[config.mk]
export PLATFORM = sky130hd
export DESIGN_NAME = twbus_err_mon
export DESIGN_NICKNAME = d
export VERILOG_FILES = /design/src/rtl/twbus_err_pkg.sv /design/src/rtl/twbus_err_dp.sv /design/src/rtl/twbus_err_ctl.sv /design/src/rtl/twbus_err_mon.sv
export SDC_FILE = /design/constraint.sdc
export NUM_CORES = 1
export LEC_CHECK = 0
export BUFFER_PORTS_ARGS = -buffer_cell sky130_fd_sc_hd__buf_2
export CELL_PAD_IN_SITES_DETAIL_PLACEMENT = 1
export CELL_PAD_IN_SITES_GLOBAL_PLACEMENT = 1
export CORE_UTILIZATION = 30
export DETAILED_ROUTE_END_ITERATION = 8
export GPL_ROUTABILITY_DRIVEN = 0
export PLACE_DENSITY = 0.67
export SLEW_MARGIN = 25
export SYNTH_ARGS = -nofsm -noshare
export SYNTH_HDL_FRONTEND = slang
export SYNTH_SLANG_ARGS = --single-unit
export TNS_END_PERCENT = 30
[constraint.sdc]
create_clock -name clk -period 5.6 [get_ports clk]
set_input_delay 0.56 -clock clk [delete_from_list [all_inputs] [get_ports clk]]
set_output_delay 0.56 -clock clk [all_outputs]
set_load 0.005 [all_outputs]
[src/rtl/twbus_err_pkg.sv]
package twbus_err_pkg;

  localparam int STATUS_W       = 8;
  localparam int BITS_PER_FRAME = 9;
  localparam int BIT_CNT_W      = $clog2(BITS_PER_FRAME);

  localparam logic [STATUS_W-1:0] CODE_BUS_ERR = 8'h00;
  localparam logic [STATUS_W-1:0] CODE_IDLE    = 8'hF8;

  // control -> datapath strobes
  typedef struct packed {
    logic busReset;
  } ctlStrobes_t;

  // datapath -> control events
  typedef struct packed {
    logic startCond;
    logic stopCond;
    logic illegal;
  } busEvt_t;

endpackage

[src/rtl/twbus_err_dp.sv]
module twbus_err_dp
  import twbus_err_pkg::*;
#(
  parameter int FRAME_BITS = BITS_PER_FRAME,
  parameter int CNT_W      = BIT_CNT_W
) (
  input  logic        clk,
  input  logic        rstN,
  input  logic        sclIn,
  input  logic        sdaIn,
  input  logic        frameActive,
  input  ctlStrobes_t ctl,
  output busEvt_t     evt
);

  localparam logic [CNT_W-1:0] LAST_POS = CNT_W'(FRAME_BITS - 1);

  logic             sclQ, sdaQ;
  logic             busy;
  logic             holdFall;
  logic [CNT_W-1:0] bitCnt;
  logic             sclFall;
  logic             startNow, stopNow;

  // previous-sample registers for edge detection
  always_ff @(posedge clk or negedge rstN) begin
    if (!rstN) begin
      sclQ <= 1'b1;
      sdaQ <= 1'b1;
    end else begin
      sclQ <= sclIn;
      sdaQ <= sdaIn;
    end
  end

  always_comb begin
    sclFall  = sclQ && !sclIn;
    startNow = sclQ && sclIn && sdaQ && !sdaIn;
    stopNow  = sclQ && sclIn && !sdaQ && sdaIn;
  end

  // frame position tracking
  always_ff @(posedge clk or negedge rstN) begin
    if (!rstN) begin
      busy     <= 1'b0;
      holdFall <= 1'b0;
      bitCnt   <= '0;
    end else if (ctl.busReset) begin
      busy     <= 1'b0;
      holdFall <= 1'b0;
      bitCnt   <= '0;
    end else if (startNow) begin
      busy     <= 1'b1;
      holdFall <= 1'b1;
      bitCnt   <= '0;
    end else if (stopNow) begin
      busy     <= 1'b0;
      holdFall <= 1'b0;
      bitCnt   <= '0;
    end else if (busy && sclFall) begin
      if (holdFall) begin
        holdFall <= 1'b0;
      end else if (bitCnt == LAST_POS) begin
        bitCnt <= '0;
      end else begin
        bitCnt <= bitCnt + 1'b1;
      end
    end
  end

  always_comb begin
    evt.startCond = startNow;
    evt.stopCond  = stopNow;
    evt.illegal   = (startNow || stopNow) && busy && (bitCnt != '0) && frameActive;
  end

  AST_CNT_RANGE: assert property (@(posedge clk) disable iff (!rstN)
    bitCnt <= LAST_POS) else $error("bit counter out of range");

  AST_CNT_IDLE: assert property (@(posedge clk) disable iff (!rstN)
    !busy |-> bitCnt == '0) else $error("counter moved while idle");

  AST_STOP_ENDS_FRAME: assert property (@(posedge clk) disable iff (!rstN)
    (evt.stopCond && !ctl.busReset) |=> !busy) else $error("frame survived STOP");

  AST_LOW_SCL_QUIET: assert property (@(posedge clk) disable iff (!rstN)
    !sclIn |-> !(evt.startCond || evt.stopCond)) else $error("condition with SCL low");

endmodule

[src/rtl/twbus_err_ctl.sv]
module twbus_err_ctl
  import twbus_err_pkg::*;
#(
  parameter int SW = STATUS_W
) (
  input  logic          clk,
  input  logic          rstN,
  input  busEvt_t       evt,
  input  logic          engineSet,
  input  logic [SW-1:0] engineCode,
  input  logic          flagClr,
  input  logic          stopSet,
  input  logic          stopDone,
  output ctlStrobes_t   ctl,
  output logic [SW-1:0] statusCode,
  output logic          irqFlag,
  output logic          stopReq,
  output logic          lineRelease,
  output logic          engineRst
);

  logic          errPending;
  logic [SW-1:0] codeReg;
  logic          recoverNow;

  always_comb begin
    recoverNow   = errPending && flagClr && stopReq;
    ctl.busReset = recoverNow;
  end

  always_ff @(posedge clk or negedge rstN) begin
    if (!rstN) begin
      errPending  <= 1'b0;
      irqFlag     <= 1'b0;
      codeReg     <= CODE_IDLE;
      stopReq     <= 1'b0;
      lineRelease <= 1'b0;
      engineRst   <= 1'b0;
    end else begin
      lineRelease <= 1'b0;
      engineRst   <= 1'b0;
      if (recoverNow) begin
        errPending  <= 1'b0;
        irqFlag     <= 1'b0;
        stopReq     <= 1'b0;
        lineRelease <= 1'b1;
        engineRst   <= 1'b1;
      end else begin
        if (evt.illegal) begin
          errPending <= 1'b1;
          irqFlag    <= 1'b1;
        end else if (engineSet && !errPending) begin
          irqFlag <= 1'b1;
          codeReg <= engineCode;
        end else if (flagClr && !errPending) begin
          irqFlag <= 1'b0;
        end
        if (stopSet) begin
          stopReq <= 1'b1;
        end else if (stopDone) begin
          stopReq <= 1'b0;
        end
      end
    end
  end

  always_comb begin
    if (!irqFlag)        statusCode = CODE_IDLE;
    else if (errPending) statusCode = CODE_BUS_ERR;
    else                 statusCode = codeReg;
  end

  AST_ERR_SETS_FLAG: assert property (@(posedge clk) disable iff (!rstN)
    (evt.illegal && !recoverNow) |=> (irqFlag && statusCode == CODE_BUS_ERR))
    else $error("bus error not posted");

  AST_ENGINE_BLOCKED: assert property (@(posedge clk) disable iff (!rstN)
    (errPending && engineSet && !recoverNow) |=> statusCode == CODE_BUS_ERR)
    else $error("engine code overrode error");

  AST_CLR_NEEDS_STOP: assert property (@(posedge clk) disable iff (!rstN)
    (errPending && flagClr && !stopReq) |=> irqFlag)
    else $error("flag cleared without stop request");

  AST_RELEASE_PULSE: assert property (@(posedge clk) disable iff (!rstN)
    lineRelease |=> !lineRelease) else $error("release strobe too long");

  AST_RECOVERY_STATE: assert property (@(posedge clk) disable iff (!rstN)
    $rose(lineRelease) |-> (!irqFlag && !stopReq && engineRst))
    else $error("recovery left state behind");

endmodule

[src/rtl/twbus_err_mon.sv]
module twbus_err_mon
  import twbus_err_pkg::*;
#(
  parameter int SW = STATUS_W
) (
  input  logic          clk,
  input  logic          rstN,
  input  logic          sclIn,
  input  logic          sdaIn,
  input  logic          frameActive,
  input  logic          engineSet,
  input  logic [SW-1:0] engineCode,
  input  logic          flagClr,
  input  logic          stopSet,
  input  logic          stopDone,
  output logic [SW-1:0] statusCode,
  output logic          irqFlag,
  output logic          stopReq,
  output logic          lineRelease,
  output logic          engineRst
);

  ctlStrobes_t ctlS;
  busEvt_t     evtS;

  twbus_err_dp #(
    .FRAME_BITS(BITS_PER_FRAME),
    .CNT_W     (BIT_CNT_W)
  ) dp_i (
    .clk        (clk),
    .rstN       (rstN),
    .sclIn      (sclIn),
    .sdaIn      (sdaIn),
    .frameActive(frameActive),
    .ctl        (ctlS),
    .evt        (evtS)
  );

  twbus_err_ctl #(
    .SW(SW)
  ) ctl_i (
    .clk        (clk),
    .rstN       (rstN),
    .evt        (evtS),
    .engineSet  (engineSet),
    .engineCode (engineCode),
    .flagClr    (flagClr),
    .stopSet    (stopSet),
    .stopDone   (stopDone),
    .ctl        (ctlS),
    .statusCode (statusCode),
    .irqFlag    (irqFlag),
    .stopReq    (stopReq),
    .lineRelease(lineRelease),
    .engineRst  (engineRst)
  );

endmodule

# Word level (Yosys, flattened, before mapping)

Index checks and enable logic that the tools add are counted.

Input port bits: 17
Word-level logic and storage cells: 67
Output and inout bits: 12
Bits in registers: 20

Equality and inequality tests: 2
Bitwise logic cells: 2
Reduce and logical (&&, ||, !) cells: 27
$add $sub $neg: 1
Muxes and demuxes: 25

Operators with widths:

| cell                | number |
|---|---|
| $mux 4              | 6 |
| $mux 1              | 17 |
| $mux 8              | 2 |
| $logic_and 1x1->1   | 14 |
| $reduce_bool 4->1   | 3 |
| $reduce_bool 3->1   | 2 |
| $add 4x1->4 const B | 1 |
| $eq 4x4->1 const B  | 1 |
| $logic_not 1->1     | 4 |
| $ne 4x4->1 const B  | 1 |
| $reduce_and 3->1    | 1 |
| $not 1->1           | 2 |
| $reduce_and 2->1    | 1 |
| $reduce_bool 2->1   | 1 |
| $logic_or 1x1->1    | 1 |

# Logic depth before layout (Yosys ltp)

Gate-level depths: netlist of the first run.

Depth in word-level cells: 9
Depth in mapped cells: 6
Mapped depth without buffers: 6

# Modules after synthesis

From an unflattened synthesis of the first run, not the netlist that was laid out.

Cell total of the unflattened synthesis: 94
Area total of the unflattened synthesis: 1044.8 µm²

By module, submodules not included:

| module        | area an instance (µm²) | seq. area each (µm²) | cells an instance | instances |
|---|---|---|---|---|
| twbus_err_ctl | 588.1                  | 306.5                | 48                | 1 |
| twbus_err_dp  | 456.7                  | 202.7                | 46                | 1 |

# Worst setup path before layout of the first run

Ideal clock, no wire load.

Path kind: reg-to-reg
From: register dp_i.bitCnt[0]
To: register ctl_i.codeReg[0]
Path buffers: 0
Clock period less this slack: 1.884 ns
Path slack: 3.716 ns
Arrival: 1.760 ns
Stages on the path, launching flop included: 7
Setup time: 0.125 ns
Data required time: 5.475 ns
Path through: dfrtp_1 -> inv_1 -> ha_1 -> nor3b_1 -> or4b_4 -> nand3_4 -> mux2_2

Cells in the longest elaborated chain, start to end: 5

RTL lines:

| item                            | line                | source |
|---|---|---|
| from (decl)                     | twbus_err_dp.sv:21  | `logic [CNT_W-1:0] bitCnt;` |
| from (signal assigned)          | twbus_err_dp.sv:66  | `bitCnt <= bitCnt + 1'b1;` |
| $reduce_bool 4->1               | twbus_err_dp.sv:74  | `evt.illegal = (startNow \|\| stopNow) && busy && (bitCnt != '0) && frameActive;` |
| $logic_and 1x1->1 (2 in series) | twbus_err_dp.sv:74  |  |
| $not 1->1 (no line)             | n/a                 |  |
| $reduce_and 3->1 (no line)      | n/a                 |  |
| to (signal assigned)            | twbus_err_ctl.sv:54 | `codeReg <= engineCode;` |
| to (decl)                       | twbus_err_ctl.sv:23 | `logic [SW-1:0] codeReg;` |

No other way between the ends.
A chain may end at the register's enable or synchronous reset.

# Final worst setup path of the first run

From: register dp_i.bitCnt[0]
To: register ctl_i.codeReg[2]

The elaborated chain is that of the path after synthesis.

==> metrics.cfg, run 1 <==
[power]
ir_drop_mv = 0.209
finalPower_uw = 549
p_per_area_mw_per_mm2 = 446
p_leak_nw = 0.583

[floorplan]
start_util_pct = 31.9
fp.dieH_um = 59.5
die-area_mm2 = 0.00354
die_w_um = 59.5
fp-row-count = 20
io_pins = 29
core_mm2 = 0.00310

[timing]
rsz0062_at_grt = no
final.min_clock_period_ns = 2.05
finalSetupViolations = 0
skew_ns = 0.00528
tightest_slew_ns = 0.682
hold_viol = 0
fin_crit_sh_pct = 36.5
fmax_ghz = 0.489
finalSetupTns_ns = 0
timing.slew.headroom_pct = 53.9
drv_slew = 0

[clocking]
postCtsHoldBufs = 0
clock_tree.buffer_depth = 2
cts_tree = built
insertion_delay_ns = 0.31
cts_num_sinks = 20
post_cts_buffers = 0
h-tree-depth = 1
cts_inserted_buffers = 3
ctsResizeCount = 0
clockRootBuffer = clkbuf_4
cts.reportedPaths.clkPinSlew_ns = 0.12

[worst_setup_path]
path_class = reg -> reg
cp.buffers_inverters = 1
endpoint_kind = register
path_delay_family = simple AND/OR/NAND/NOR gates
cp_max_fo = 8
start_kind = register
cp_slowest_cell = or4b_4
crit_path_max_incr_delay_ns = 0.52
crit_chain = inv_1 -> ha_1 -> nor3b_1 -> or4b_4 -> nand3_4 -> mux2_2
cp_data_arrival_time_ns = 2.26
worstPathRequired_ns = 5.81

[drt]
vias_per_cell = 4.65
ant_nets = 0
avgRoutedWirePerCell_um = 12.2
dr_total_vias = 781
drt_iter0_markers = 15
drc = 0
drtPass1Iterations = 4
wirelength_mm = 2.05

[status]
status = finished clean

[yosys]
yosys_warnings = 0
avgSynthCellArea_um2 = 10.4
ys_ff_latch = 20
syn_inst = 95
synth.net_count = 114
synth.cell_area_um2 = 991
ys_seq_area_share_pct = 51.4
ys_types = 29

[grt]
antenna_found_initial = 0
grt_pass1_vias = 807
gr-total-overflow = 0
grt_pass1_wl_mm = 3.43
grt_usage_pct = 13.3
grt_max_degree = 21

[cells_and_area]
final_cells = 168
drive_above_1_share_pct = 42.7
num_antenna_cells = 0
synthToLayoutAreaGrowth_pct = 24.1
nNetsFinal = 144

[flow_run]
maxCapViolCount = 0

[place]
dp_hpwl_mm = 1.52
io_buffers = 28
dp.cells = 164

[hold_path]
hp-class = in -> async

-- placed cells by master, fill, tap and decap left out, types with 4 or more instances in the layout --
| master | count |
|---|---|
| nor2_1 | 4 |
| mux2_2 | 8 |
| buf_2 | 28 |
| nand2_1 | 7 |
| a21oi_1 | 7 |
| o21ai_0 | 10 |
| dfstp_2 | 7 |
| dfrtp_1 | 13 |
| inv_1 | 11 |
-- metal layers --
metal | up-vias | track usage (%) | share of wire (%)
li1 | 383 | - | -
met5 | - | 0 | 0
met3 | 5 | 4.59 | 4.9
met2 | 18 | 23.6 | 49
met4 | 0 | 4.08 | 1.4
met1 | 375 | 14.7 | 45
-- synthesized netlist by cell type (all sizes together) --
cell | count | area [um^2]
and3 | 1 | 6.26
a31oi | 1 | 6.26
inv | 11 | 41.3
a311oi | 1 | 8.76
o21a | 1 | 7.51
nand2b | 1 | 6.26
nand2 | 7 | 26.3
clkbuf | 2 | 7.51
dfstp | 7 | 184
o21ai | 10 | 50.1
xor2 | 1 | 8.76
a41oi | 1 | 8.76
nor3b | 1 | 7.51
dfrtp | 13 | 325
nor4bb | 1 | 10.0
a21oi | 7 | 35.0
nand3b | 1 | 7.51
ha | 2 | 25.0
and2b | 2 | 17.5
and2 | 3 | 18.8
nor2b | 1 | 6.26
buf | 1 | 7.51
a31o | 1 | 8.76
nor2 | 4 | 15.0
mux2 | 8 | 90.1
nand3 | 4 | 32.5
nand4b | 1 | 8.76
or4b | 1 | 13.8
-- area by class of cell --
class                           count  area [um^2]
Clock inverter                      1         30.0
Timing Repair Buffer               28          140
Clock buffer                        3         22.5
Inverter                           11         41.3
Fill cell                         383         1870
Multi-Input combinational cell     61          432
Tap cell                           44         55.1
Sequential cell                    20          509
-- power breakdown --
group	internal, mW	switching (mW)	total (mW)
registers	0.199	0.0429	0.242
clock network	0.0725	0.0486	0.121
logic	0.0983	0.0882	0.186
total	0.369	0.180	0.549
-- path summary, 6_finish.rpt --
kind	from	endpoint	slack, ns	depth (start not counted)
worst max-delay path	dp_i.bitCnt[0]	ctl_i.codeReg[2]	3.55	6
worst min-delay path	rstN	ctl_i.stopReq	0.16	1
worst max register to register	dp_i.bitCnt[0]	ctl_i.codeReg[2]	3.55	6
worst min register to register	ctl_i.codeReg[1]	ctl_i.codeReg[1]	0.51	1
max in group asynchronous	rstN	dp_i.sclQ	5.10	1
min in group clk	sdaIn	dp_i.sdaQ	0.38	1
-- through the flow --
| step | setup WS (ns) | hold WS (ns) | utilization (%) | area [um^2] |
|---|---|---|---|---|
| 2_1_floorplan | 3.72 | 0.264 | - | 991 |
| 3_3_place_gp | 3.53 | 0.482 | 37.7 | 1170 |
| 3_5_place_dp | 3.32 | 0.487 | 37.7 | 1170 |
| 4_1_cts | 3.54 | 0.171 | 39.4 | 1220 |
| 5_1_grt | 3.50 | 0.183 | 39.6 | 1230 |
| 6_report | 3.55 | 0.163 | 39.6 | 1230 |
-- registers in the layout, indices dropped and copies added, names as in the netlist --
| name | cells |
|---|---|
| ctl_i.codeReg | 8 |
| dp_i.sclQ | 1 |
| ctl_i.lineRelease | 1 |
| ctl_i.stopReq | 1 |
| dp_i.busy | 1 |
| dp_i.sdaQ | 1 |
| ctl_i.errPending | 1 |
| ctl_i.irqFlag | 1 |
| dp_i.bitCnt | 4 |
| dp_i.holdFall | 1 |
-- cell families after synthesis --
kind of cell             synth area share [%]
buffers and inverters                    5.68
multiplexers                             9.09
AO/OA/AOI/OAI                            12.6
XOR/XNOR                                0.884
adder cells (fa/ha/maj)                  2.52
flip-flops                               51.4
AND/OR/NAND/NOR                          17.8
(Power assumes the default switching activity.)
==> inputs of run 2 (changes only) <==
==> constraint.sdc (replaced) <==
create_clock -name clk -period 2 [get_ports clk]
set_input_delay 0.2 -clock clk [delete_from_list [all_inputs] [get_ports clk]]
set_output_delay 0.2 -clock clk [all_outputs]
set_load 0.005 [all_outputs]
==> metrics.cfg, run 2 (same netlist as run 1, synthesis figures left out) <==
[timing]
drv_slew = 0  ; unchanged
finalSetupViolations = 0  ; unchanged
skew_ns = 0.00344  ; -0.00184 ns
tightest_slew_ns = 0.457  ; -0.224 ns
final.min_clock_period_ns = 1.93  ; -0.118 ns
fin_crit_sh_pct = 96.4  ; +60 points
finalSetupTns_ns = 0  ; unchanged
rsz0062_at_grt = no
fmax_ghz = 0.519  ; +6.1%
hold_viol = 0  ; unchanged
timing.slew.headroom_pct = 69.5  ; +16 points

[worst_setup_path]
start_kind = register
r2r_cells = 6  ; unchanged
cp_max_fo = 8  ; unchanged
critPathCapture = ctl_i.codeReg[2]
r2r_start = dp_i.bitCnt[1]
endpoint_kind = register
cp_slowest_cell = or4b_4
path_class = reg -> reg
crit_path_max_incr_delay_ns = 0.52  ; about the same
worstPathRequired_ns = 2.19  ; -3.62 ns
r2r_end = ctl_i.codeReg[2]
r2r_slack_ns = 0.07  ; -3.48 ns
cp_data_arrival_time_ns = 2.12  ; -0.14 ns
crit_chain = inv_1 -> ha_1 -> nor3b_1 -> or4b_4 -> nand3_4 -> mux2_2
startpoint = dp_i.bitCnt[1]

[cells_and_area]
num_antenna_cells = 0  ; unchanged
final_common_cell = buf_2
n_fill_cell = 384  ; +0.26%
layout_common_cells = buf_2 (28), dfrtp_1 (13), inv_1 (11)
largest-register = ctl_i.codeReg
final_cells = 173  ; +3.0%
nNetsFinal = 149  ; +3.5%
multi_input_area_um2 = 425  ; -1.4%
drive_above_1_share_pct = 43.4  ; +0.67 points
regArea_um2 = 509  ; unchanged
synthToLayoutAreaGrowth_pct = 25.9
final_area_mm2 = 0.00125  ; +1.4%
reg_top3 = ctl_i.codeReg x8, dp_i.bitCnt x4
largest_reg_flops = 8  ; unchanged

[floorplan]
fp-row-count = 20  ; unchanged
die-area_mm2 = 0.00354  ; unchanged
fp.dieH_um = 59.5  ; unchanged
start_util_pct = 31.9  ; unchanged
core_mm2 = 0.00310  ; unchanged
io_pins = 29  ; unchanged
die_w_um = 59.5  ; unchanged

[place]
io_buffers = 28  ; unchanged
dp_hpwl_mm = 1.63  ; +6.7%
place_area_mm2 = 0.00119  ; +1.3%
dp.cells = 166  ; +1.2%

[flow_run]
maxCapViolCount = 0  ; unchanged

[clocking]
insertion_delay_ns = 0.29  ; -0.02 ns
cts_inserted_buffers = 3  ; unchanged
cts_tree = built
clock_tree.buffer_depth = 2  ; unchanged
h-tree-depth = 1  ; unchanged
ctsResizeCount = 0  ; unchanged
cts.reportedPaths.clkPinSlew_ns = 0.11  ; about the same
cts_num_sinks = 20  ; unchanged
clockRootBuffer = clkbuf_4

[grt]
antenna_found_initial = 0  ; unchanged
grt_max_degree = 21  ; unchanged
grt_pass1_wl_mm = 3.66  ; +6.6%
grt_pass1_vias = 830  ; +2.9%
gr-total-overflow = 0  ; unchanged
grt_usage_pct = 13.4  ; +0.19 points

[drt]
dr_total_vias = 819  ; +4.9%
drc = 0  ; unchanged
drt_iter0_markers = 21  ; +6
avgRoutedWirePerCell_um = 12.1  ; -1.2%
wirelength_mm = 2.09  ; +1.8%
ant_nets = 0  ; unchanged
drtPass1Iterations = 2  ; -2
vias_per_cell = 4.73  ; +1.8%

[status]
status = finished clean

[hold_path]
hold_path_depth = 1
hp-class = in -> reg

[power]
p_per_area_mw_per_mm2 = 1180  ; +160%
p_leak_nw = 0.601  ; +3.0%
ir_drop_mv = 0.299  ; +43%

==> run 2: cell types whose count changed in the layout (fill, tap and decap cells not counted) <==
cell,before,now
nor4bb_2,1,0
buf_4,0,4
clkbuf_8,0,1
bufinv_16,1,0
nor4bb_1,0,1
dlygate4sd3_1,0,1
==> run 2: per-stage QoR <==
step | total power, mW | worst slack, ns | hold slack (ns) | utilization (%)
finish | 1.47 | 0.0714 | 0.0403 | 40.2
global route | 1.61 | 0.00184 | 0.0153 | 40.2
CTS | 1.47 | 0.0134 | 0.0304 | 39.7
detailed placement | 1.23 | 0.0265 | 0.176 | 38.2
global placement | 1.19 | 0.102 | 0.169 | 38.2
floorplan | 0.995 | 0.116 | -0.0956 | -
==> run 2: area by class of cell <==
cell class,instances,share of cell area [%]
well taps,44,4.41
flip-flops and latches,20,40.8
clock buffers,4,2.91
multi-input cells,61,34.1
repair buffers,33,14.4
inverters,11,3.31
==> run 2: per-layer routing <==
metal  GRT usage, %  vias up  routed length [um]
li1               -      390                   -
met1           16.9      412                 915
met2           24.1       17                1070
met3           2.62        0                 100
met4           2.04        0                   0
met5              0        -                   0
==> run 2: worst max-delay path, delay by kind of cell (launching register included) <==
kind / cells / cell delay [ns]
and+or+nand+nor: 3 / 0.82
buffers and inverters: 1 / 0.07
DFF: 1 / 0.39
adders and majority gates: 1 / 0.20
muxes: 1 / 0.35
==> run 2: what timing repair did <==
action / in CTS / in global routing
setup buffers: 0 / 2
setup endpoints to repair: 0 / 8
hold buffers: 1 / 0
endpoints found under the hold margin: 13 / 0
==> run 2: how the worst min path moves through the flow <==
| stage | start | to |
|---|---|---|
| after floorplan | rstN | ctl_i.codeReg[0] |
| after global placement | rstN | dp_i.holdFall |
| after detailed placement | rstN | dp_i.holdFall |
| after CTS | sdaIn | dp_i.sdaQ |
| after global routing | sdaIn | dp_i.sdaQ |
| final | sdaIn | dp_i.sdaQ |
==> run 2: where the power goes <==
part	leakage, nW	internal [mW]	switching (mW)
registers	0.235	0.557	0.100
logic	0.345	0.314	0.267
clock network	0.0210	0.111	0.123
==> inputs of run 3 (changes only) <==
--- a/config.mk
+++ b/config.mk
@@ -8,10 +8,11 @@
 export BUFFER_PORTS_ARGS = -buffer_cell sky130_fd_sc_hd__buf_2
 export CELL_PAD_IN_SITES_DETAIL_PLACEMENT = 1
 export CELL_PAD_IN_SITES_GLOBAL_PLACEMENT = 1
-export CORE_UTILIZATION = 30
+export CORE_MARGIN = 5
+export CORE_UTILIZATION = 25
 export DETAILED_ROUTE_END_ITERATION = 8
 export GPL_ROUTABILITY_DRIVEN = 0
-export PLACE_DENSITY = 0.67
+export PLACE_DENSITY = 0.58
 export SLEW_MARGIN = 25
 export SYNTH_ARGS = -nofsm -noshare
 export SYNTH_HDL_FRONTEND = slang
==> metrics.cfg, run 3 (same netlist as run 1, synthesis figures left out) <==
[floorplan]
fp.dieH_um = 73.0  ; +23%
die_w_um = 73.0  ; +23%
io_pins = 29  ; unchanged
core_mm2 = 0.00374  ; +21%
fp-row-count = 22  ; +10%
die-area_mm2 = 0.00532  ; +50%
start_util_pct = 26.5  ; -5.5 points

[clocking]
cts_tree = built
insertion_delay_ns = 0.25  ; -0.04 ns
clock_tree.buffer_depth = 2  ; unchanged
clockRootBuffer = clkbuf_8
cts_inserted_buffers = 3  ; unchanged
cts.reportedPaths.clkPinSlew_ns = 0.07  ; -0.04 ns
h-tree-depth = 1  ; unchanged
cts_num_sinks = 20  ; unchanged

[cells_and_area]
regArea_um2 = 509  ; unchanged
largest-register = ctl_i.codeReg
nNetsFinal = 148  ; -0.67%
largest_reg_flops = 8  ; unchanged
drive_above_1_share_pct = 43.8  ; +0.34 points
synthToLayoutAreaGrowth_pct = 27.8
multi_input_area_um2 = 428  ; +0.59%
num_antenna_cells = 0  ; unchanged
reg_top3 = ctl_i.codeReg x8, dp_i.bitCnt x4
final_cells = 176  ; +1.7%
final_area_mm2 = 0.00127  ; +1.5%
finalCoreUtilization_pct = 33.8  ; -6.4 points
layout_common_cells = buf_2 (28), dfrtp_1 (13), inv_1 (11)
final_common_cell = buf_2
n_fill_cell = 455  ; +18%

[worst_setup_path]
path_class = reg -> reg
endpoint_kind = register
start_kind = register
cp_max_fo = 8  ; unchanged
worstPathRequired_ns = 2.14  ; -0.05 ns
cp_data_arrival_time_ns = 2.08  ; -0.04 ns

[timing]
holdWs_ns = 0.0881  ; +0.0478 ns
fin_crit_sh_pct = 96.7  ; +0.25 points
final.min_clock_period_ns = 1.93  ; +0.00491 ns
hold_viol = 0  ; unchanged
fmax_ghz = 0.517  ; -0.25%
skew_ns = 0.000629  ; -0.00281 ns
drv_slew = 0  ; unchanged
timing.slew.headroom_pct = 69.9  ; +0.33 points
rsz0062_at_grt = yes
setup_ws_ns = 0.0665  ; -0.00491 ns
finalSetupViolations = 0  ; unchanged
tightest_slew_ns = 0.452  ; -0.00499 ns
finalSetupTns_ns = 0  ; unchanged

[place]
dp_hpwl_mm = 1.71  ; +5.4%
io_buffers = 28  ; unchanged
pre_cts_ws_ns = 0.0536  ; +0.0271 ns
dp.cells = 170  ; +2.4%
place_area_mm2 = 0.00119  ; +0.42%

[drt]
wirelength_mm = 2.20  ; +5.5%
drt_iter0_markers = 8  ; -62%
ant_nets = 0  ; unchanged
drtPass1Iterations = 4  ; +2
dr_total_vias = 794  ; -3.1%
avgRoutedWirePerCell_um = 12.5  ; +3.7%
vias_per_cell = 4.51  ; -4.7%
drc = 0  ; unchanged

[grt]
grt_pass1_wl_mm = 3.75  ; +2.4%
gr-total-overflow = 0  ; unchanged
grt_usage_pct = 8.81  ; -4.6 points
grt_pass1_vias = 830  ; unchanged
antenna_found_initial = 0  ; unchanged
grt_max_degree = 21  ; unchanged

[power]
p_per_area_mw_per_mm2 = 1210  ; +2.9%
finalPower_mw = 1.54  ; +4.4%
p_leak_nw = 0.602  ; +0.23%
ir_drop_mv = 0.381  ; +27%

[flow_run]
maxCapViolCount = 0  ; unchanged

[hold_path]
hp-class = in -> reg

[status]
status = finished clean

[run 3: cell types whose count changed in the layout (fill, tap and decap cells not counted), sizes merged]
| cell | delta |
|---|---|
| buf | -1 |
[run 3: worst max-delay path, stage by stage, from the launching register on]
cell and delay (ns):
dfrtp_1 0.38, inv_1 0.07, ha_2 0.18, nor3b_1 0.13
or4b_4 0.55, nand3_4 0.16, mux2_2 0.35
[run 3: worst paths after layout]
path	startpoint	end	slack [ns]	cells past startpoint
min in group asynchronous	rstN	dp_i.holdFall	0.42	2
setup / recovery	dp_i.bitCnt[1]	ctl_i.codeReg[0]	0.07	6
hold / removal	sdaIn	dp_i.sdaQ	0.09	1
setup reg to reg	dp_i.bitCnt[1]	ctl_i.codeReg[0]	0.07	6
max in group asynchronous	rstN	ctl_i.codeReg[4]	1.23	2
hold reg to reg	ctl_i.codeReg[1]	ctl_i.codeReg[1]	0.50	1
[run 3: metal layers]
metal	global-route usage [%]	up-vias	wire, um
li1	-	389	-
met3	1.65	2	144
met4	3.07	0	16
met2	15.3	15	1030
met5	0	-	0
met1	10.8	388	1020
[run 3: repair_timing]
item | 4_1_cts | 5_1_grt
setup buffers | 0 | 1
hold endpoints to repair | 13 | 0
hold buffers | 1 | 0
setup endpoints to repair | 0 | 7
resized for setup | 0 | 1
[run 3: cell type report]
cell class | instances | area share [%]
multi-input cells | 61 | 33.8
repair buffers | 32 | 13.6
well taps | 48 | 4.74
flip-flops and latches | 20 | 40.2
inverters | 11 | 3.26
clock buffers | 4 | 4.35
[run 3: power breakdown]
group          leakage (nW)  internal [mW]  switching [mW]  total (mW)
clock network        0.0288          0.175           0.131       0.306
logic                 0.339          0.305           0.265       0.570
registers             0.235          0.558           0.103       0.661
